### src/rtl/mvm_pkg.sv
// Shared types for the matrix-vector multiply engine.
// Assumes nothing beyond being compiled first.
package mvm_pkg;

    // Phase of the engine's operation.
    typedef enum logic [1:0] {
        PH_IDLE = 2'd0,
        PH_VEC  = 2'd1,
        PH_MAT  = 2'd2,
        PH_DONE = 2'd3
    } mvm_phase_e;

endpackage

### src/rtl/mvm_ctrl.sv
// Sequencer: tracks phase, column and row counters and issues the write
// strobes for the vector store, the multiply-accumulate unit and the
// result memory.
// Assumes start is a single pulse and size_n lies in 2..N_MAX.
module mvm_ctrl
    import mvm_pkg::*;
#(
    parameter int N_MAX = 64,
    parameter int N_W   = $clog2(N_MAX + 1),
    parameter int A_W   = $clog2(N_MAX)
) (
    input  logic           clk,
    input  logic           rst_n,
    input  logic           start,
    input  logic [N_W-1:0] size_n,
    input  logic           in_valid,
    output logic           in_ready,
    output logic [A_W-1:0] col,
    output logic [A_W-1:0] row,
    output logic           vec_we,
    output logic           mac_en,
    output logic           mac_first,
    output logic           out_we,
    output logic           done
);

    mvm_phase_e     phase;
    logic [A_W-1:0] last_idx;
    logic [N_W-1:0] size_m1;
    logic           fire;
    logic           at_last_col;

    // Decode strobes from the current phase and counters.
    always_comb begin
        size_m1     = size_n - N_W'(1);
        in_ready    = (phase == PH_VEC) || (phase == PH_MAT);
        fire        = in_valid && in_ready;
        at_last_col = (col == last_idx);
        vec_we      = fire && (phase == PH_VEC);
        mac_en      = fire && (phase == PH_MAT);
        mac_first   = (col == '0);
        out_we      = mac_en && at_last_col;
        done        = (phase == PH_DONE);
    end

    // Phase and counter update; start overrides everything else.
    always_ff @(posedge clk) begin
        if (!rst_n) begin
            phase    <= PH_IDLE;
            last_idx <= '0;
            col      <= '0;
            row      <= '0;
        end else if (start) begin
            phase    <= PH_VEC;
            last_idx <= size_m1[A_W-1:0];
            col      <= '0;
            row      <= '0;
        end else if (fire) begin
            if (at_last_col) begin
                col <= '0;
                if (phase == PH_VEC) begin
                    phase <= PH_MAT;
                end else begin
                    row <= row + A_W'(1);
                    if (row == last_idx) begin
                        phase <= PH_DONE;
                    end
                end
            end else begin
                col <= col + A_W'(1);
            end
        end
    end

endmodule

### src/rtl/mvm_ram.sv
// Simple one-write one-read memory. SYNC_RD selects a registered read
// (with enable, reset to zero) or a combinational read.
// Assumes addresses stay below DEPTH.
module mvm_ram #(
    parameter int WIDTH   = 16,
    parameter int DEPTH   = 64,
    parameter bit SYNC_RD = 1'b0,
    parameter int A_W     = $clog2(DEPTH)
) (
    input  logic                    clk,
    input  logic                    rst_n,
    input  logic                    we,
    input  logic [A_W-1:0]          waddr,
    input  logic signed [WIDTH-1:0] wdata,
    input  logic                    re,
    input  logic [A_W-1:0]          raddr,
    output logic signed [WIDTH-1:0] rdata
);

    logic signed [WIDTH-1:0] mem [DEPTH];

    // Store one word per write strobe.
    always_ff @(posedge clk) begin
        if (we) begin
            mem[waddr] <= wdata;
        end
    end

    generate
        if (SYNC_RD) begin : g_sync
            // Registered read, held while re is low.
            always_ff @(posedge clk) begin
                if (!rst_n) begin
                    rdata <= '0;
                end else if (re) begin
                    rdata <= mem[raddr];
                end
            end
        end else begin : g_async
            logic unused_sync_pins;
            // Combinational read; enable and reset have no role here.
            assign unused_sync_pins = &{1'b0, re, rst_n};
            assign rdata = mem[raddr];
        end
    endgenerate

endmodule

### src/rtl/mvm_mac.sv
// Multiply-accumulate: forms the running dot product of one row.
// sum_next is the value including the current product; the register
// keeps it for the next element. Assumes ACC_W >= 2*DATA_W.
module mvm_mac #(
    parameter int DATA_W = 16,
    parameter int ACC_W  = 38
) (
    input  logic                     clk,
    input  logic                     rst_n,
    input  logic                     en,
    input  logic                     first,
    input  logic signed [DATA_W-1:0] a,
    input  logic signed [DATA_W-1:0] b,
    output logic signed [ACC_W-1:0]  sum_next
);

    logic signed [2*DATA_W-1:0] prod;
    logic signed [ACC_W-1:0]    acc;

    // Full-precision product added to the restarted or running sum.
    always_comb begin
        prod     = a * b;
        sum_next = (first ? '0 : acc) + ACC_W'(prod);
    end

    // Keep the running sum on each accepted matrix element.
    always_ff @(posedge clk) begin
        if (!rst_n) begin
            acc <= '0;
        end else if (en) begin
            acc <= sum_next;
        end
    end

endmodule

### src/rtl/mvm_engine.sv
// Streaming matrix-vector multiply engine top. Vector words are kept in a
// vector store; matrix words meet the stored entry for their column in a
// single multiply-accumulate unit; row sums land in a result memory read
// through a one-cycle port. Assumes size_n in 2..N_MAX.
module mvm_engine #(
    parameter int DATA_W = 16,
    parameter int N_MAX  = 64,
    parameter int N_W    = $clog2(N_MAX + 1),
    parameter int A_W    = $clog2(N_MAX),
    parameter int ACC_W  = 2 * DATA_W + $clog2(N_MAX)
) (
    input  logic                     clk,
    input  logic                     rst_n,
    input  logic                     start,
    input  logic [N_W-1:0]           size_n,
    input  logic                     in_valid,
    output logic                     in_ready,
    input  logic signed [DATA_W-1:0] in_data,
    output logic                     done,
    input  logic                     rd_en,
    input  logic [A_W-1:0]           rd_addr,
    output logic signed [ACC_W-1:0]  rd_data
);

    logic [A_W-1:0]          col;
    logic [A_W-1:0]          row;
    logic                    vec_we;
    logic                    mac_en;
    logic                    mac_first;
    logic                    out_we;
    logic signed [DATA_W-1:0] vec_word;
    logic signed [ACC_W-1:0]  row_sum;

    mvm_ctrl #(.N_MAX(N_MAX), .N_W(N_W), .A_W(A_W)) ctrl_i (
        .clk(clk), .rst_n(rst_n), .start(start), .size_n(size_n),
        .in_valid(in_valid), .in_ready(in_ready), .col(col), .row(row),
        .vec_we(vec_we), .mac_en(mac_en), .mac_first(mac_first),
        .out_we(out_we), .done(done)
    );

    mvm_ram #(.WIDTH(DATA_W), .DEPTH(N_MAX), .SYNC_RD(1'b0), .A_W(A_W)) vec_ram_i (
        .clk(clk), .rst_n(rst_n), .we(vec_we), .waddr(col), .wdata(in_data),
        .re(1'b1), .raddr(col), .rdata(vec_word)
    );

    mvm_mac #(.DATA_W(DATA_W), .ACC_W(ACC_W)) mac_i (
        .clk(clk), .rst_n(rst_n), .en(mac_en), .first(mac_first),
        .a(in_data), .b(vec_word), .sum_next(row_sum)
    );

    mvm_ram #(.WIDTH(ACC_W), .DEPTH(N_MAX), .SYNC_RD(1'b1), .A_W(A_W)) out_ram_i (
        .clk(clk), .rst_n(rst_n), .we(out_we), .waddr(row), .wdata(row_sum),
        .re(rd_en), .raddr(rd_addr), .rdata(rd_data)
    );

endmodule

### config.mk
export PLATFORM = sky130hd
export DESIGN_NAME = mvm_engine
export DESIGN_NICKNAME = d
export VERILOG_FILES = /design/src/rtl/mvm_pkg.sv /design/src/rtl/mvm_ctrl.sv /design/src/rtl/mvm_ram.sv /design/src/rtl/mvm_mac.sv /design/src/rtl/mvm_engine.sv
export SDC_FILE = /design/constraint.sdc
export NUM_CORES = 2
export LEC_CHECK = 0
export ABC_CLOCK_PERIOD_IN_PS = 12630
export BUFFER_PORTS_ARGS = -buffer_cell sky130_fd_sc_hd__buf_4
export CAP_MARGIN = 20
export CORE_ASPECT_RATIO = 0.8
export CORE_MARGIN = 4
export CORE_UTILIZATION = 35
export CTS_CLUSTER_DIAMETER = 80
export DETAILED_ROUTE_END_ITERATION = 16
export GPL_TIMING_DRIVEN = 0
export SYNTH_ARGS = -nofsm -noshare
export SYNTH_HDL_FRONTEND = slang
export SYNTH_HIERARCHICAL = 1
export SYNTH_SLANG_ARGS = --single-unit
### constraint.sdc
create_clock -name clk -period 12.63 [get_ports clk]
set_input_delay 1.8945 -clock clk [delete_from_list [all_inputs] [get_ports clk]]
set_output_delay 1.8945 -clock clk [all_outputs]
set_load 0.05 [all_outputs]
==> impl_metrics.tcl <==
set metrics [dict create \
    outcome "complete, no violations" \
    start_kind "flip-flop" \
    io_buffers 68 \
    worst_pin_slew_ns 1.237 \
    slew_violations 0 \
    clock.fmax_ghz 0.08174 \
    r2r_slack_ns 0.40 \
    grt_pass1_vias 81140 \
    ff2ff_path_depth 44 \
    cap_violations 0 \
    path_clk_slew_ns 0.06 \
    hold_violations 0 \
    hpwl_mm 324.6 \
    grt_pass1_wl_mm 644.9 \
    cts_tree "yes" \
    skew_ns 0.1653 \
    wire_per_inst_microns 32.21 \
    via_per_inst 5.753 \
    critPathSlowestCell "fa_1" \
    multi_input_area_sq_um 40800 \
    synth_area_per_cell_sq_um 19.12 \
    crit_top_cell "fa_1" \
    grt_max_degree 72 \
    numCtsBuffers 347 \
    syn_to_final_growth_pct 17.15 \
    hold_path_end "mac_i/acc[18]" \
    dieWidth_microns 736.9 \
    clock-sinks 3552 \
    drtPass1Iterations 6 \
    layout-drive-gt1-share_pct 24.50 \
    grt_usage_pct 20.94 \
    drcViolationCount 0 \
    synthCells 7781 \
    start_util_pct 35.24 \
    nNetsFinal 8944 \
    period_minus_slack_ns 12.23 \
    io_pins 74 \
    min_path_cells 1 \
    synth.net_count 8205 \
    nFillCells 36980 \
    finalSetupTns_ns 0 \
    die_h_microns 591.2 \
    critPathKind "flip-flop to flip-flop" \
    crit_arrival_ns 13.01 \
    detail-route-antenna-nets 0 \
    setup_viol 0 \
    dieArea_sq_um 435600 \
    min_period_over_period_pct 96.87 \
    relSlewSlack_pct 15.42 \
    crit_path_max_incr_delay_ns 0.53 \
    endpoint_kind "flip-flop" \
    critPathRequiredTime_ns 13.41 \
    syn_area_sq_um 148800 \
    gr-total-overflow 0 \
    place_worst_setup_slack_ns -0.5632 \
    hp-start "mac_i/acc[18]" \
    rsz0062_at_grt "no" \
    antenna_found_initial 23 \
    ctsRootBufferMaster "clkbuf_16" \
    wirelength_mm 464.0 \
    num_vias 82880 \
    register_area_sq_um 105700 \
    core_area_sq_um 422100 \
    timing.rr.start "ctrl_i/col[2]" \
    drt_iter0_drc 12560 \
    synth_warnings 6 \
    cts_buffer_depth 4 \
    critPathMaxFanout 25 \
    setup_ws_ns 0.3956 \
    min_path_type "flip-flop to flip-flop" \
    worstReg2RegEnd "out_ram_i/mem[13][37]" \
    cts_max_level 5 \
    rows 213 \
    gp_congestion 0.8829 \
    insertion_delay_ns 0.99 \
]
## routing by layer
metal	track usage [%]	vias up	part of all wire, %
li1	-	32710	-
met1	30.43	44290	41
met2	31.56	5118	44
met3	4.888	759	12
met4	5.873	6	3.2
met5	0	-	0.042
## critical path, delay by kind of cell (launching register included)
family	cells	cell delay (ns)
xor+xnor	2	0.61
buf+inv	11	2.05
compound gates	12	3.08
fa+ha+maj	8	3.67
flops	1	0.45
simple gates	9	1.36
mux	2	0.86
## cell usage in the layout (no fill, tap or decap), types with 86 or more instances in the layout
| cell | n |
|---|---|
| ha_1 | 126 |
| dfxtp_1 | 93 |
| mux4_2 | 676 |
| o21ai_0 | 88 |
| nor2b_1 | 121 |
| clkbuf_1 | 218 |
| and2_1 | 147 |
| inv_1 | 309 |
| buf_12 | 128 |
| buf_2 | 125 |
| a21oi_1 | 170 |
| buf_8 | 117 |
| clkbuf_16 | 352 |
| clkinv_1 | 90 |
| fa_1 | 261 |
| mux2i_1 | 426 |
| buf_6 | 86 |
| edfxtp_1 | 3456 |
| a22oi_1 | 130 |
| nand2_1 | 239 |
| buf_4 | 132 |
## area by class of cell
class / instances / share of cell area [%]
sequential: 3552 / 60.65
multi-input combinational: 3491 / 23.41
clock buffer: 440 / 5.277
tap: 5590 / 4.013
timing repair buffer: 393 / 3.506
buffer: 415 / 1.408
clock inverter: 196 / 1.035
inverter: 320 / 0.6913
antenna: 9 / 0.01292
## through the flow
stage / area, sq um / hold WS, ns / utilization [%] / instances
CTS: 174000 / 0.4973 / 41.23 / 14400
finish: 174300 / 0.4995 / 41.29 / 14410
global placement: 156300 / 0.4758 / 37.02 / 13440
floorplan: 148800 / 0.4586 / - / 7781
global route: 174300 / 0.5144 / 41.28 / 14400
detailed placement: 162900 / 0.4755 / 38.60 / 13760
## timing repair
action | CTS | global route
setup endpoints to repair | 388 | 535
buffers inserted | 0 | 3
hold buffers | 0 | 0
gates resized for setup | 21 | 61
pin swaps | 0 | 6
## state kept, by name (all words and copies together) (netlist names)
name             count
out_ram_i/mem     2432
vec_ram_i/mem     1024
mac_i/acc           38
out_ram_i/rdata     38
ctrl_i/col           6
ctrl_i/last_idx      6
ctrl_i/row           6
ctrl_i/phase         2
## worst max path at each step
stage                       start                     to  cells after the start
CTS                 ctrl_i/col[1]  out_ram_i/mem[13][37]                     39
global route        ctrl_i/col[0]  out_ram_i/mem[14][37]                     44
detailed placement  ctrl_i/col[2]   out_ram_i/mem[5][37]                     44
floorplan           ctrl_i/col[0]   out_ram_i/mem[0][29]                     40
finish              ctrl_i/col[2]  out_ram_i/mem[13][37]                     44
global placement    ctrl_i/col[2]  out_ram_i/mem[32][29]                     36
Power is not shown: default switching activity piles up to over one toggle a cycle in this logic, so the estimate is an artifact.
